==> src/rtl/pte_cls_pkg.sv <==
package pte_cls_pkg;

   typedef enum logic [2:0] {
      FC_TNV = 3'd0,
      FC_ACV = 3'd1,
      FC_FOR = 3'd2,
      FC_FOE = 3'd3,
      FC_FOW = 3'd4
   } fault_e;

   typedef enum logic [1:0] {
      AT_READ  = 2'd0,
      AT_WRITE = 2'd1,
      AT_EXEC  = 2'd2,
      AT_PROBE = 2'd3
   } acc_e;

   localparam int PERM_W  = 3;
   localparam int P_READ  = 0;
   localparam int P_WRITE = 1;
   localparam int P_EXEC  = 2;

   localparam int B_VALID = 0;
   localparam int B_FO_LO = 1;
   localparam int B_FO_HI = 3;
   localparam int B_RD_K  = 8;
   localparam int B_WR_K  = 12;
   localparam int N_MODES = 2;

endpackage

==> src/rtl/pte_grant.sv <==
module pte_grant
   import pte_cls_pkg::*;
#(
   parameter int MODES = N_MODES
) (
   input  logic [MODES-1:0]  rd_en,
   input  logic [MODES-1:0]  wr_en,
   input  logic              mode,
   output logic [PERM_W-1:0] grant
);
   logic rd_sel;
   logic wr_sel;

   generate
      if (MODES == 2) begin : g_two_mode
         assign rd_sel = rd_en[mode];
         assign wr_sel = wr_en[mode];
      end else begin : g_bad_modes
         initial $error("pte_grant supports exactly two modes");
         assign rd_sel = 1'b0;
         assign wr_sel = 1'b0;
      end
   endgenerate

   always_comb begin
      grant          = '0;
      grant[P_READ]  = rd_sel;
      grant[P_EXEC]  = rd_sel;
      grant[P_WRITE] = wr_sel;
   end
endmodule

==> src/rtl/pte_fo_mask.sv <==
module pte_fo_mask
   import pte_cls_pkg::*;
(
   input  logic [PERM_W-1:0] grant,
   input  logic [PERM_W-1:0] fo_bits,
   output logic [PERM_W-1:0] masked
);
   generate
      for (genvar i = 0; i < PERM_W; i++) begin : g_bit
         assign masked[i] = grant[i] & ~fo_bits[i];
      end
   endgenerate
endmodule

==> src/rtl/pte_judge.sv <==
module pte_judge
   import pte_cls_pkg::*;
(
   input  logic              entry_ok,
   input  logic [PERM_W-1:0] need,
   input  logic [PERM_W-1:0] grant,
   input  logic [PERM_W-1:0] masked,
   output logic              pass,
   output fault_e            code
);
   logic any_need;
   logic hit_grant;
   logic hit_mask;

   assign any_need  = |need;
   assign hit_grant = |(grant & need);
   assign hit_mask  = |(masked & need);

   always_comb begin
      pass = 1'b0;
      code = FC_TNV;
      if (!entry_ok) begin
         code = FC_TNV;
      end else if (any_need && !hit_grant) begin
         code = FC_ACV;
      end else if (any_need && !hit_mask) begin
         if (need[P_EXEC])       code = FC_FOE;
         else if (need[P_WRITE]) code = FC_FOW;
         else                    code = FC_FOR;
      end else begin
         pass = 1'b1;
      end
   end

   always_comb begin
      if (pass) a_r3_pass_needs_valid : assert (entry_ok);
   end
endmodule

==> src/rtl/pte_prot_classifier.sv <==
module pte_prot_classifier
   import pte_cls_pkg::*;
#(
   parameter int PTE_W     = 64,
   parameter int PPN_LSB   = 32,
   parameter int VA_W      = 43,
   parameter int ACC_ARG_W = 8
) (
   input  logic                     clk,
   input  logic                     rst_n,
   input  logic                     req_valid,
   input  logic [PTE_W-1:0]         req_pte,
   input  logic [VA_W-1:0]          req_vaddr,
   input  logic                     req_user,
   input  logic [1:0]               req_access,
   output logic                     rsp_valid,
   output logic                     rsp_ok,
   output logic [2:0]               rsp_code,
   output logic [PERM_W-1:0]        rsp_perm,
   output logic [PTE_W-PPN_LSB-1:0] rsp_ppn,
   output logic [VA_W-1:0]          trap_vaddr,
   output logic [2:0]               trap_code,
   output logic [ACC_ARG_W-1:0]     trap_access
);
   localparam int PPN_W = PTE_W - PPN_LSB;

   generate
      if (PPN_LSB < B_WR_K + N_MODES + 1) begin : g_chk_lsb
         initial $error("PPN_LSB overlaps the permission field");
      end
      if (PPN_LSB >= PTE_W) begin : g_chk_w
         initial $error("PTE_W must exceed PPN_LSB");
      end
      if (ACC_ARG_W < 2) begin : g_chk_acc
         initial $error("ACC_ARG_W must be at least 2");
      end
      if (VA_W < 1) begin : g_chk_va
         initial $error("VA_W must be positive");
      end
   endgenerate

   logic [PERM_W-1:0] need;
   logic [PERM_W-1:0] grant;
   logic [PERM_W-1:0] masked;
   logic              pass;
   fault_e            code;
   logic [ACC_ARG_W-1:0] acc_arg;
   logic              unused_pte;

   assign unused_pte = ^{req_pte[B_WR_K-1:B_RD_K+N_MODES],
                         req_pte[B_RD_K-1:B_FO_HI+1],
                         req_pte[PPN_LSB-1:B_WR_K+N_MODES]};

   always_comb begin
      need = '0;
      unique case (acc_e'(req_access))
         AT_READ:  need[P_READ]  = 1'b1;
         AT_WRITE: need[P_WRITE] = 1'b1;
         AT_EXEC:  need[P_EXEC]  = 1'b1;
         default:  need = '0;
      endcase
   end

   pte_grant #(.MODES(N_MODES)) u_grant (
      .rd_en (req_pte[B_RD_K +: N_MODES]),
      .wr_en (req_pte[B_WR_K +: N_MODES]),
      .mode  (req_user),
      .grant (grant)
   );

   pte_fo_mask u_mask (
      .grant   (grant),
      .fo_bits (req_pte[B_FO_HI:B_FO_LO]),
      .masked  (masked)
   );

   pte_judge u_judge (
      .entry_ok (req_pte[B_VALID]),
      .need     (need),
      .grant    (grant),
      .masked   (masked),
      .pass     (pass),
      .code     (code)
   );

   generate
      if (ACC_ARG_W > 2) begin : g_acc_wide
         assign acc_arg = (req_access == AT_EXEC) ? '1
                        : {{(ACC_ARG_W-2){1'b0}}, req_access};
      end else begin : g_acc_narrow
         assign acc_arg = (req_access == AT_EXEC) ? '1 : req_access;
      end
   endgenerate

   always_ff @(posedge clk or negedge rst_n) begin
      if (!rst_n) begin
         rsp_valid   <= 1'b0;
         rsp_ok      <= 1'b0;
         rsp_code    <= '0;
         rsp_perm    <= '0;
         rsp_ppn     <= '0;
         trap_vaddr  <= '0;
         trap_code   <= '0;
         trap_access <= '0;
      end else begin
         rsp_valid <= req_valid;
         if (req_valid) begin
            rsp_ok   <= pass;
            rsp_code <= pass ? 3'd0 : code;
            rsp_perm <= pass ? masked : '0;
            rsp_ppn  <= req_pte[PTE_W-1:PPN_LSB];
            if (!pass) begin
               trap_vaddr  <= req_vaddr;
               trap_code   <= code;
               trap_access <= acc_arg;
            end
         end
      end
   end

   a_r2_rsp_follows : assert property (@(posedge clk) disable iff (!rst_n)
      req_valid |=> rsp_valid);
   a_r2_rsp_drops : assert property (@(posedge clk) disable iff (!rst_n)
      !req_valid |=> !rsp_valid);
   a_r3_invalid_tnv : assert property (@(posedge clk) disable iff (!rst_n)
      req_valid && !req_pte[B_VALID] |=> rsp_valid && !rsp_ok && rsp_code == 3'd0);
   a_r4_user_no_read : assert property (@(posedge clk) disable iff (!rst_n)
      req_valid && req_pte[B_VALID] && req_user && !req_pte[B_RD_K+1]
      && req_access == 2'd0 |=> !rsp_ok && rsp_code == 3'd1);
   a_r8_probe_ok : assert property (@(posedge clk) disable iff (!rst_n)
      req_valid && req_pte[B_VALID] && req_access == 2'd3 |=> rsp_ok);
   a_r9_fault_no_perm : assert property (@(posedge clk) disable iff (!rst_n)
      rsp_valid && !rsp_ok |-> rsp_perm == '0);
   a_r10_trap_hold : assert property (@(posedge clk) disable iff (!rst_n)
      !(rsp_valid && !rsp_ok) |-> $stable(trap_code) && $stable(trap_vaddr)
                                   && $stable(trap_access));
   a_r10_trap_code_match : assert property (@(posedge clk) disable iff (!rst_n)
      rsp_valid && !rsp_ok |-> trap_code == rsp_code);
endmodule

==> config.mk <==
export PLATFORM = sky130hd
export DESIGN_NAME = pte_prot_classifier
export DESIGN_NICKNAME = d
export VERILOG_FILES = /design/src/rtl/pte_cls_pkg.sv /design/src/rtl/pte_grant.sv /design/src/rtl/pte_fo_mask.sv /design/src/rtl/pte_judge.sv /design/src/rtl/pte_prot_classifier.sv
export SDC_FILE = /design/constraint.sdc
export NUM_CORES = 1
export LEC_CHECK = 0
export ABC_AREA = 1
export BUFFER_PORTS_ARGS = -buffer_cell sky130_fd_sc_hd__buf_2
export CAP_MARGIN = 20
export CORE_MARGIN = 2
export CORE_UTILIZATION = 32
export DETAILED_ROUTE_END_ITERATION = 8
export GPL_TIMING_DRIVEN = 1
export HOLD_SLACK_MARGIN = 0.02
export PLACE_DENSITY = 0.68
export SLEW_MARGIN = 20
export SYNTH_ARGS = -nofsm -noshare
export SYNTH_HDL_FRONTEND = slang
export SYNTH_SLANG_ARGS = --single-unit
==> constraint.sdc <==
create_clock -name clk -period 1.7 [get_ports clk]
set_input_delay 0.255 -clock clk [delete_from_list [all_inputs] [get_ports clk]]
set_output_delay 0.255 -clock clk [all_outputs]
set_load 0.03 [all_outputs]
==> impl_metrics.csv, run 1 <==
group,metric,value,unit
grt,track_usage,0.1510,
final_layout,syn_to_final_growth,38.77,%
critical_path,worst_path_largest_cell_delay,0.22,ns
route,vias_per_cell,4.408,
clock_network,clk_latency,0.33,ns
die,core_area,10940,sq um
critical_path,crit_buf_inv,3,
grt,overflow,0,
run_status,status,"completed",
grt,antenna_found_initial,0,
logic_synthesis,syn_area,3611,sq um
die,fp-row-count,38,
critical_path,critPathLaunch,"req_user",
route,dr.pass1.iters,4,
final_layout,final_area,5011,sq um
placed_design,placed_area,4646,sq um
route,postRouteAntennaNets,0,
clock_network,clock_path_buffers,2,
clock_network,cts_buffers,9,
grt,grt_max_degree,48,
critical_path,required,1.96,ns
timing,fin_skew,0,ns
pwr,p_per_area,1205,nW/um^2
timing,fmax,0.8081,GHz
logic_synthesis,synth.distinct_cells,18,
timing,tightest_slew,0.3285,ns
route,dr_total_vias,3249,
timing,fin_setup_tns,0,ns
logic_synthesis,synth_nets,529,
route,drc,0,
timing,slew_violations,0,
route,post_drt_wl_per_cell,12.28,um
critical_path,start_kind,"primary input",
hold_path,hp-class,"in2reg",
die,dieArea,12150,sq um
logic_synthesis,postSynthCellCount,416,
logic_synthesis,ys_seq_area_frac,0.6168,
placed_design,gp_congestion,0.7586,
critical_path,cp_top_family,"simple AND/OR/NAND/NOR gates",
timing,grt_setup_unrepaired,"false",
route,routed_wl,9048,um
final_layout,drive_above_1_share,0.3568,
critical_path,path_class,"in2reg",
critical_path,crit_fanout,47,
hold_path,hold_start,"req_pte[63]",
die,start_util,0.3302,
timing,setup_viol,0,
placed_design,hpwl,6579,um
die,die_w,110.2,um
clock_network,ctsHtreeMaxLevel,3,
critical_path,crit_path_frequent_cell,"nand2_1",
clock_network,cts_root_buf,"clkbuf_16",
clock_network,clkSinkCount,89,
placed_design,io_buffers,182,
clock_network,clkTransAtPathRegs,0.06,ns
die,dieHeight,110.2,um
clock_network,cts_tree,"done",
logic_synthesis,avgSynthCellArea,8.680,sq um
logic_synthesis,synth_seq_cells,89,
critical_path,crit_arrival,1.50,ns
final_layout,final_nets,705,
timing,hold_viol,0,
die,num_io_pins,207,
timing,finalCritPeriodShare,0.7279,
pwr,p_leak,0.002980,uW
timing,min_period,1.237,ns
grt,grt_pass1_wl,14130,um
grt,grt_pass1_vias,3070,
clock_network,cts.repair.resized,0,
critical_path,crit_chain,"buf_2, inv_1, nand2_1, nand2_1, nand2_1, nand2_1, nand2_2, nand2_4, nand2_2, nand2_2, buf_12, nand2_1, nand2_1",
logic_synthesis,yosysWarnings,0,
run,maxCapViolCount,0,
route,first_iter_violations,147,
critical_path,r2r-start,"trap_access[6]",
final_layout,antenna_cells,0,
critical_path,end_kind,"register",
pwr,vdd_drop_max,0.0006060,V
critical_path,cpMaxStageDelayCell,"buf_12",
timing,relSlewSlack,0.7810,
[cells in the final DEF (no fill, tap or decap)]
cell	instances
clkbuf_8	2
buf_4	8
buf_2	181
nor2_2	1
nand2_2	3
buf_12	3
nand2_4	1
o21ai_0	1
nand3_1	51
clkbuf_16	9
clkinv_4	1
dlygate4sd3_1	1
bufinv_16	3
dfrtp_1	89
inv_2	1
nand4_1	3
o22ai_1	1
a21oi_1	2
inv_1	13
nor2_1	3
nand2_1	219
clkbuf_1	1
[kinds of logic (layout without fill, tap and decap cells)]
group | count (synthesis) | count (layout) | share of synthesized area
flops | 89 | 89 | 0.6168
buf+inv | 42 | 223 | 0.06063
compound gates | 4 | 4 | 0.005890
simple gates | 281 | 281 | 0.3167
[registers in the layout (all words and copies together) (netlist names)]
| name | count |
|---|---|
| rsp_code | 3 |
| rsp_perm | 3 |
| trap_vaddr | 43 |
| rsp_ppn | 32 |
| trap_code | 3 |
| rsp_valid | 1 |
| rsp_ok | 1 |
| trap_access | 3 |
[cell type report]
type,instances,area (sq um)
Clock buffer,12,256.5
Inverter,14,52.55
Multi-Input combinational cell,285,1165
Tap cell,140,175.2
Timing Repair Buffer,193,1036
Sequential cell,89,2227
Fill cell,1071,5924
Clock inverter,4,98.84
[path summary, 6_finish.rpt]
check	slack [ns]	depth (start not counted)	to
worst max-delay path	0.46	13	trap_vaddr[39]
worst min-delay path	0.12	3	rsp_ppn[31]
worst max register to register	1.04	2	trap_access[6]
worst min register to register	0.46	2	trap_vaddr[6]
max in group asynchronous	0.89	3	trap_vaddr[35]
min in group asynchronous	0.31	2	trap_vaddr[19]
[where the power goes]
part	total (uW)	switching, uW	internal, uW	leakage, uW
Combinational	1280	899	379	0.00171
Sequential	2460	116	2340	0.00110
Clock	2300	781	1520	0.000173
[cell usage after synthesis, drive strengths merged]
| cell type | number | area (sq um) |
|---|---|---|
| buf | 16 | 121.4 |
| a21oi | 2 | 10.01 |
| nand4 | 3 | 18.77 |
| o22ai | 1 | 6.260 |
| clkbuf | 12 | 45.04 |
| o21ai | 1 | 5.000 |
| inv | 14 | 52.55 |
| nand3 | 51 | 255.2 |
| dfrtp | 89 | 2227 |
| nor2 | 4 | 17.52 |
| nand2 | 223 | 852.1 |
[worst min-delay path, delay by kind of cell]
family / cells / cell delay [ns]
simple gates: 2 / 0.09
buf+inv: 1 / 0.07
[per-stage QoR]
step                      power (uW)  worst slack (ns)  std cells  utilization  hold slack [ns]
after floorplan                 3312            0.4131        416            -         -0.04059
after global placement          3759            0.2007        720       0.4248           0.1273
after detailed placement        3790            0.1235        720       0.4248           0.1287
after CTS                       6130            0.4465        737       0.4582           0.1088
after global routing            6372            0.3401        737       0.4582           0.1181
final                           6037            0.4626        737       0.4582           0.1198
[per-layer routing]
layer / GRT usage / share of wire / vias to the layer above
met4: 0.05714 / 0.017 / 0
met2: 0.2581 / 0.47 / 120
li1: - / - / 1632
met5: 0 / 0 / -
met3: 0.04409 / 0.073 / 12
met1: 0.1796 / 0.44 / 1485
[what timing repair did]
| item | in CTS | in global routing |
|---|---|---|
| setup buffers | 0 | 0 |
| hold endpoints to repair | 13 | 0 |
| hold buffers | 1 | 0 |
Note: power is estimated with default switching activity, not from simulation.
==> inputs of run 2 (changes only) <==
--- a/config.mk
+++ b/config.mk
@@ -5,7 +5,7 @@
 export SDC_FILE = /design/constraint.sdc
 export NUM_CORES = 1
 export LEC_CHECK = 0
-export ABC_AREA = 1
+export ABC_AREA = 0
 export BUFFER_PORTS_ARGS = -buffer_cell sky130_fd_sc_hd__buf_2
 export CAP_MARGIN = 20
 export CORE_MARGIN = 2
==> constraint.sdc (replaced) <==
create_clock -name clk -period 1.15 [get_ports clk]
set_input_delay 0.1725 -clock clk [delete_from_list [all_inputs] [get_ports clk]]
set_output_delay 0.1725 -clock clk [all_outputs]
set_load 0.03 [all_outputs]
==> run 2 against run 1 <==
The run now ends with negative setup slack left; cell area up 8.5%; non-clock buffer count up 27; clock-buffer cell count unchanged; sequential cell count unchanged; largest power group unchanged; synthesized cell count down 47%; worst setup slack worse by 0.67 ns; register-to-register slack worse by 0.89 ns; wire length down 8.0%.
==> impl_metrics.csv, run 2 <==
group,metric,value,unit
run_status,status,"finished with violations",
run_status,failed_checks,"negative setup slack",
final_layout,top_regs,"trap_vaddr (43), rsp_ppn (32)",
critical_path,reg2reg_slack,0.15,ns
route,postRouteAntennaNets,0,
route,drc,0,
clock_network,ctsHtreeMaxLevel,3,
final_layout,final_cell_mix,"buf_2, dfrtp_1, mux2_4",
clock_network,cts_root_buf,"clkbuf_16",
logic_synthesis,synth_common_cells,"dfrtp_1, mux2_2, mux2_4, inv_1, buf_4",
logic_synthesis,avgSynthCellArea,16.56,sq um
critical_path,cpMaxStageDelayCell,"mux2_4",
final_layout,antenna_cells,0,
timing,setup_viol,48,
die,core_area,10940,sq um
route,first_iter_violations,67,
final_layout,regMostFlops,"trap_vaddr",
critical_path,worst_path_largest_cell_delay,0.30,ns
logic_synthesis,synth_edf_count,0,
placed_design,place_ws,-0.6464,ns
pwr,p_int,6408,uW
die,fp-row-count,38,
logic_synthesis,synth_nets,332,
critical_path,cp.depth,7,
critical_path,crit_path_frequent_cell,"mux2_4",
hold_path,hp-class,"in2reg",
route,dr_total_vias,2581,
clock_network,clock_path_buffers,2,
logic_synthesis,yosysTopAreaCell,"dfrtp_1",
critical_path,cp_top_family,"multiplexers",
die,start_util,0.3316,
clock_network,cts_tree,"done",
logic_synthesis,syn_area,3626,sq um
timing,fmax,0.7389,GHz
pwr,vdd_drop_max,0.0007844,V
critical_path,ff2ff_path_depth,2,
final_layout,syn_to_final_growth,49.90,%
timing,slew_violations,0,
timing,grt_setup_unrepaired,"true",
timing,tightest_slew,0.4570,ns
timing,min_period,1.353,ns
logic_synthesis,yosys-top-cells-area,"dfrtp_1, mux2_4, mux2_2, buf_6, buf_4",
critical_path,required,1.36,ns
clock_network,cts_buffers,9,
pwr,p_per_area,1684,nW/um^2
grt,antenna_found_initial,0,
clock_network,clkTransAtPathRegs,0.06,ns
critical_path,crit_chain,"buf_8, mux2_4, o22a_4, a21oi_4, buf_12, buf_4, mux2_4",
placed_design,io_buffers,182,
grt,track_usage,0.1394,
die,num_io_pins,207,
placed_design,gp_congestion,0.7853,
logic_synthesis,postSynthCellCount,219,
route,vias_per_cell,4.435,
logic_synthesis,synth_seq_cells,89,
run,maxCapViolCount,0,
final_layout,largest_register_ff_count,43,
grt,grt_pass1_wl,13850,um
logic_synthesis,synth_flop_cell,"dfrtp_1",
die,dieHeight,110.5,um
critical_path,crit_buf_inv,3,
die,dieArea,12200,sq um
die,die_w,110.5,um
grt,grt_max_degree,49,
route,routed_wl,8324,um
pwr,p_leak,0.002787,uW
timing,fin_skew,0,ns
critical_path,crit_arrival,1.56,ns
pwr,swShare,0.2997,
logic_synthesis,yosysTopAreaCellShare,0.6142,
logic_synthesis,ys_async_sr_fraction,1.000,
critical_path,crit_path_end,"trap_vaddr[33]",
logic_synthesis,synth_most_common_cell,"dfrtp_1",
critical_path,path_class,"in2reg",
placed_design,hpwl,6206,um
clock_network,clk_latency,0.32,ns
timing,setup_ws,-0.2033,ns
timing,hold_viol,0,
logic_synthesis,synth.distinct_cells,27,
critical_path,r2r-start,"trap_access[6]",
clock_network,clkSinkCount,89,
logic_synthesis,yosysWarnings,0,
critical_path,critPathLaunch,"req_user",
route,dr.pass1.iters,4,
critical_path,end_kind,"register",
pwr,seqPwrFrac,0.406,
pwr,combPwrFrac,0.264,
grt,overflow,0,
pwr,p_switching,2742,uW
critical_path,start_kind,"primary input",
pwr,total_power,9150,uW
final_layout,final_nets,550,
critical_path,crit_fanout,11,
final_layout,drive_above_1_share,0.7353,
critical_path,reg2reg_to,"trap_access[6]",
pwr,clock_power_share,0.329,
route,post_drt_wl_per_cell,14.30,um
timing,relSlewSlack,0.6874,
final_layout,layout_commonest_cell,"buf_2",
logic_synthesis,ys_seq_area_frac,0.6142,
timing,finalCritPeriodShare,1.177,
grt,grt_pass1_vias,2777,
-- run 2: changes by cell type in the layout (fill, tap and decap cells not counted), sizes merged, moves of 3 or more --
| cell | previous run | this run |
|---|---|---|
| buf | 192 | 219 |
| o32ai | 0 | 3 |
| mux2 | 0 | 78 |
| mux2i | 0 | 4 |
| nor2 | 4 | 1 |
| nand2 | 223 | 2 |
| inv | 14 | 9 |
| a21o | 0 | 3 |
| nand3 | 51 | 1 |
-- run 2: worst min-delay path by stage --
stage / startpoint / to / slack, ns / cells after the start
after floorplan: rst_n / rsp_code[0] / -0.12 / 0
after global placement: rst_n / rsp_ppn[1] / 0.17 / 2
after detailed placement: rst_n / rsp_ppn[1] / 0.18 / 2
after CTS: req_vaddr[22] / trap_vaddr[22] / 0.06 / 2
after global routing: req_vaddr[29] / trap_vaddr[29] / 0.06 / 2
final: req_vaddr[22] / trap_vaddr[22] / 0.07 / 2
-- run 2: worst reg2reg max path, cell delays in order (launching register included) --
cell	delay (ns)
dfrtp_2	0.48
buf_4	0.16
mux2_2	0.25
-- run 2: timing repair --
action	4_1_cts	5_1_grt
hold buffers	1	0
setup endpoints to repair	59	56
gates resized for setup	19	17
pin swaps	1	3
buffers inserted	3	2
endpoints found under the hold margin	89	0
-- run 2: per-layer routing --
metal | share of wire | GRT usage | vias up
li1 | - | - | 1212
met1 | 0.42 | 0.1752 | 1245
met2 | 0.49 | 0.2262 | 109
met3 | 0.062 | 0.03513 | 15
met4 | 0.026 | 0.06417 | 0
met5 | 0 | 0 | -
-- run 2: final cells by class --
class	instances	area, sq um
clock buffer	12	266.5
clock inverter	4	50.05
fill	961	5500
inverter	9	33.78
multi-input combinational	108	1355
sequential	89	2228
tap	140	175.2
timing repair buffer	220	1326
-- run 2: through the flow --
| stage | hold WS [ns] | std cells | TNS (ns) | util | instance area, sq um |
|---|---|---|---|---|---|
| after global routing | 0.05623 | 582 | -10.50 | 0.4970 | 5435 |
| after global placement | 0.1726 | 561 | -29.12 | 0.4527 | 4951 |
| after CTS | 0.05708 | 581 | -8.898 | 0.4912 | 5371 |
| after detailed placement | 0.1816 | 561 | -30.74 | 0.4527 | 4951 |
| final | 0.07036 | 582 | -8.497 | 0.4970 | 5435 |
| after floorplan | -0.1231 | 219 | -19.55 | - | 3652 |
-- run 2: cells by family (layout without fill, tap and decap cells) --
logic type             after synthesis  after routing  share of synthesized area
muxes                               82             82                     0.2937
buffers and inverters               22            245                    0.03623
and+or+nand+nor                      9              9                    0.01311
DFF                                 89             89                     0.6142
AOI/OAI and AO/OA                   17             17                    0.04279
-- run 2: power by group through the flow --
stage | sequential, uW | combinational [uW] | clock [uW]
2_1_floorplan | 4520 | 740 | 0
3_3_place_gp | 3750 | 2310 | 0
3_5_place_dp | 3760 | 2350 | 0
4_1_cts | 3720 | 2410 | 3110
5_1_grt | 3770 | 2550 | 3270
6_report | 3720 | 2420 | 3020
==> inputs of run 3 (changes only) <==
--- a/config.mk
+++ b/config.mk
@@ -13,7 +13,9 @@
 export DETAILED_ROUTE_END_ITERATION = 8
 export GPL_TIMING_DRIVEN = 1
 export HOLD_SLACK_MARGIN = 0.02
+export MAX_ROUTING_LAYER = met4
 export PLACE_DENSITY = 0.68
+export SKIP_CTS_REPAIR_TIMING = 1
 export SLEW_MARGIN = 20
 export SYNTH_ARGS = -nofsm -noshare
 export SYNTH_HDL_FRONTEND = slang
==> run 3 against run 2 <==
The run still ends with negative setup slack left; critical path depth unchanged; sequential power about the same; sequential cell count unchanged; via count up 0.97%; cell area up 2.3%; clock skew unchanged; register-to-register slack better by 0.12 ns; critical endpoint is now trap_vaddr[15]; largest cell class unchanged.
==> impl_metrics.csv, run 3 (synthesized netlist as in run 2, its figures left out) <==
group,metric,value,unit
timing,hold_viol,0,
final_layout,final_cell_mix,"buf_2, dfrtp_1, mux2_4",
final_layout,top_regs,"trap_vaddr (43), rsp_ppn (32)",
clock_network,cts_buffers,9,
timing,setup_ws,-0.2926,ns
placed_design,dp.cells,561,
die,core_area,10940,sq um
route,dr_total_vias,2606,
run,maxCapViolCount,0,
critical_path,end_kind,"register",
die,start_util,0.3316,
clock_network,ctsHtreeMaxLevel,3,
pwr,p_per_area,1660,nW/um^2
final_layout,layout_commonest_cell,"buf_2",
timing,min_period,1.443,ns
critical_path,reg2reg_slack,0.27,ns
timing,fin_skew,0,ns
final_layout,fin_util,0.5084,
final_layout,final_area,5559,sq um
grt,grt_max_degree,49,
placed_design,io_buffers,182,
critical_path,start_kind,"primary input",
clock_network,clkTransAtPathRegs,0.06,ns
route,post_drt_wl_per_cell,14.47,um
critical_path,crit_arrival,1.65,ns
hold_path,hp-class,"in2reg",
run_status,status,"finished with violations",
placed_design,gp_congestion,0.7963,
clock_network,clk_latency,0.32,ns
critical_path,path_class,"in2reg",
timing,setup_viol,55,
hold_path,holdPathEnd,"trap_vaddr[13]",
route,drc,0,
final_layout,layout.cells.non_filler,585,
timing,slew_violations,0,
timing,fin_setup_tns,-12.25,ns
die,fp-row-count,38,
die,dieHeight,110.5,um
grt,antenna_found_initial,0,
clock_network,cts_root_buf,"clkbuf_16",
route,first_iter_violations,66,
critical_path,ff2ff_path_depth,1,
timing,holdWs,0.06821,ns
pwr,p_leak,0.002848,uW
timing,tightest_slew,0.4582,ns
hold_path,hold_start,"req_vaddr[13]",
critical_path,crit_fanout,7,
final_layout,syn_to_final_growth,53.31,%
timing,relSlewSlack,0.6867,
final_layout,fillers,943,
final_layout,multi_input_area,1370,sq um
route,vias_per_cell,4.455,
grt,grt_pass1_vias,2766,
die,dieArea,12200,sq um
placed_design,placed_area,4951,sq um
route,routed_wl,8464,um
grt,track_usage,0.1422,
critical_path,required,1.36,ns
route,postRouteAntennaNets,0,
critical_path,r2r-start,"trap_access[6]",
pwr,vdd_drop_max,0.0007862,V
route,dr.pass1.iters,4,
grt,grt_pass1_wl,13720,um
final_layout,antenna_cells,0,
final_layout,largest_register_ff_count,43,
die,num_io_pins,207,
final_layout,regMostFlops,"trap_vaddr",
hold_path,hold_path_depth,2,
final_layout,drive_above_1_share,0.7371,
critical_path,reg2reg_to,"trap_access[6]",
timing,finalCritPeriodShare,1.254,
final_layout,final_nets,553,
timing,fmax,0.6932,GHz
clock_network,cts_tree,"done",
clock_network,clock_path_buffers,2,
die,die_w,110.5,um
clock_network,clkSinkCount,89,
timing,grt_setup_unrepaired,"true",
grt,overflow,0,
run_status,failed_checks,"negative setup slack",
placed_design,hpwl,6206,um
final_layout,regArea,2228,sq um
## run 3: cell type report
type | instances | area share
multi-input combinational | 108 | 0.2465
sequential | 89 | 0.4009
timing repair buffer | 223 | 0.2582
inverter | 9 | 0.006077
clock buffer | 12 | 0.04794
tap | 140 | 0.03151
clock inverter | 4 | 0.009003
## run 3: worst max-delay path, cell delays in order
cell and delay, ns:
buf_8 0.10, mux2_4 0.30, o22a_4 0.23, a21oi_4 0.22, buf_12 0.18, clkbuf_16 0.15, mux2_4 0.29
## run 3: layer usage
layer	wire (um)	track usage
met1	3579	0.1755
met5	0	-
met3	503	0.03293
met4	233	0.06833
met2	4147	0.2213
## run 3: worst max-delay path by stage
stage,start,end,slack (ns),depth (start not counted)
2_1_floorplan,req_user,trap_vaddr[10],-0.45,5
3_3_place_gp,req_user,trap_vaddr[31],-0.61,7
3_5_place_dp,req_user,trap_vaddr[42],-0.65,7
4_1_cts,req_user,trap_vaddr[31],-0.30,7
5_1_grt,req_user,trap_vaddr[34],-0.32,7
6_report,req_user,trap_vaddr[15],-0.29,7
## run 3: per-stage QoR
step           total power (uW)  setup slack, ns
2_1_floorplan              5255          -0.4492
3_3_place_gp               6063          -0.6074
3_5_place_dp               6109          -0.6464
4_1_cts                    9175          -0.2962
5_1_grt                    9674          -0.3219
6_report                   9229          -0.2926
## run 3: power breakdown
| part | switching, uW | internal (uW) |
|---|---|---|
| combinational | 1390 | 1100 |
| clock | 1160 | 1860 |
| sequential | 209 | 3510 |
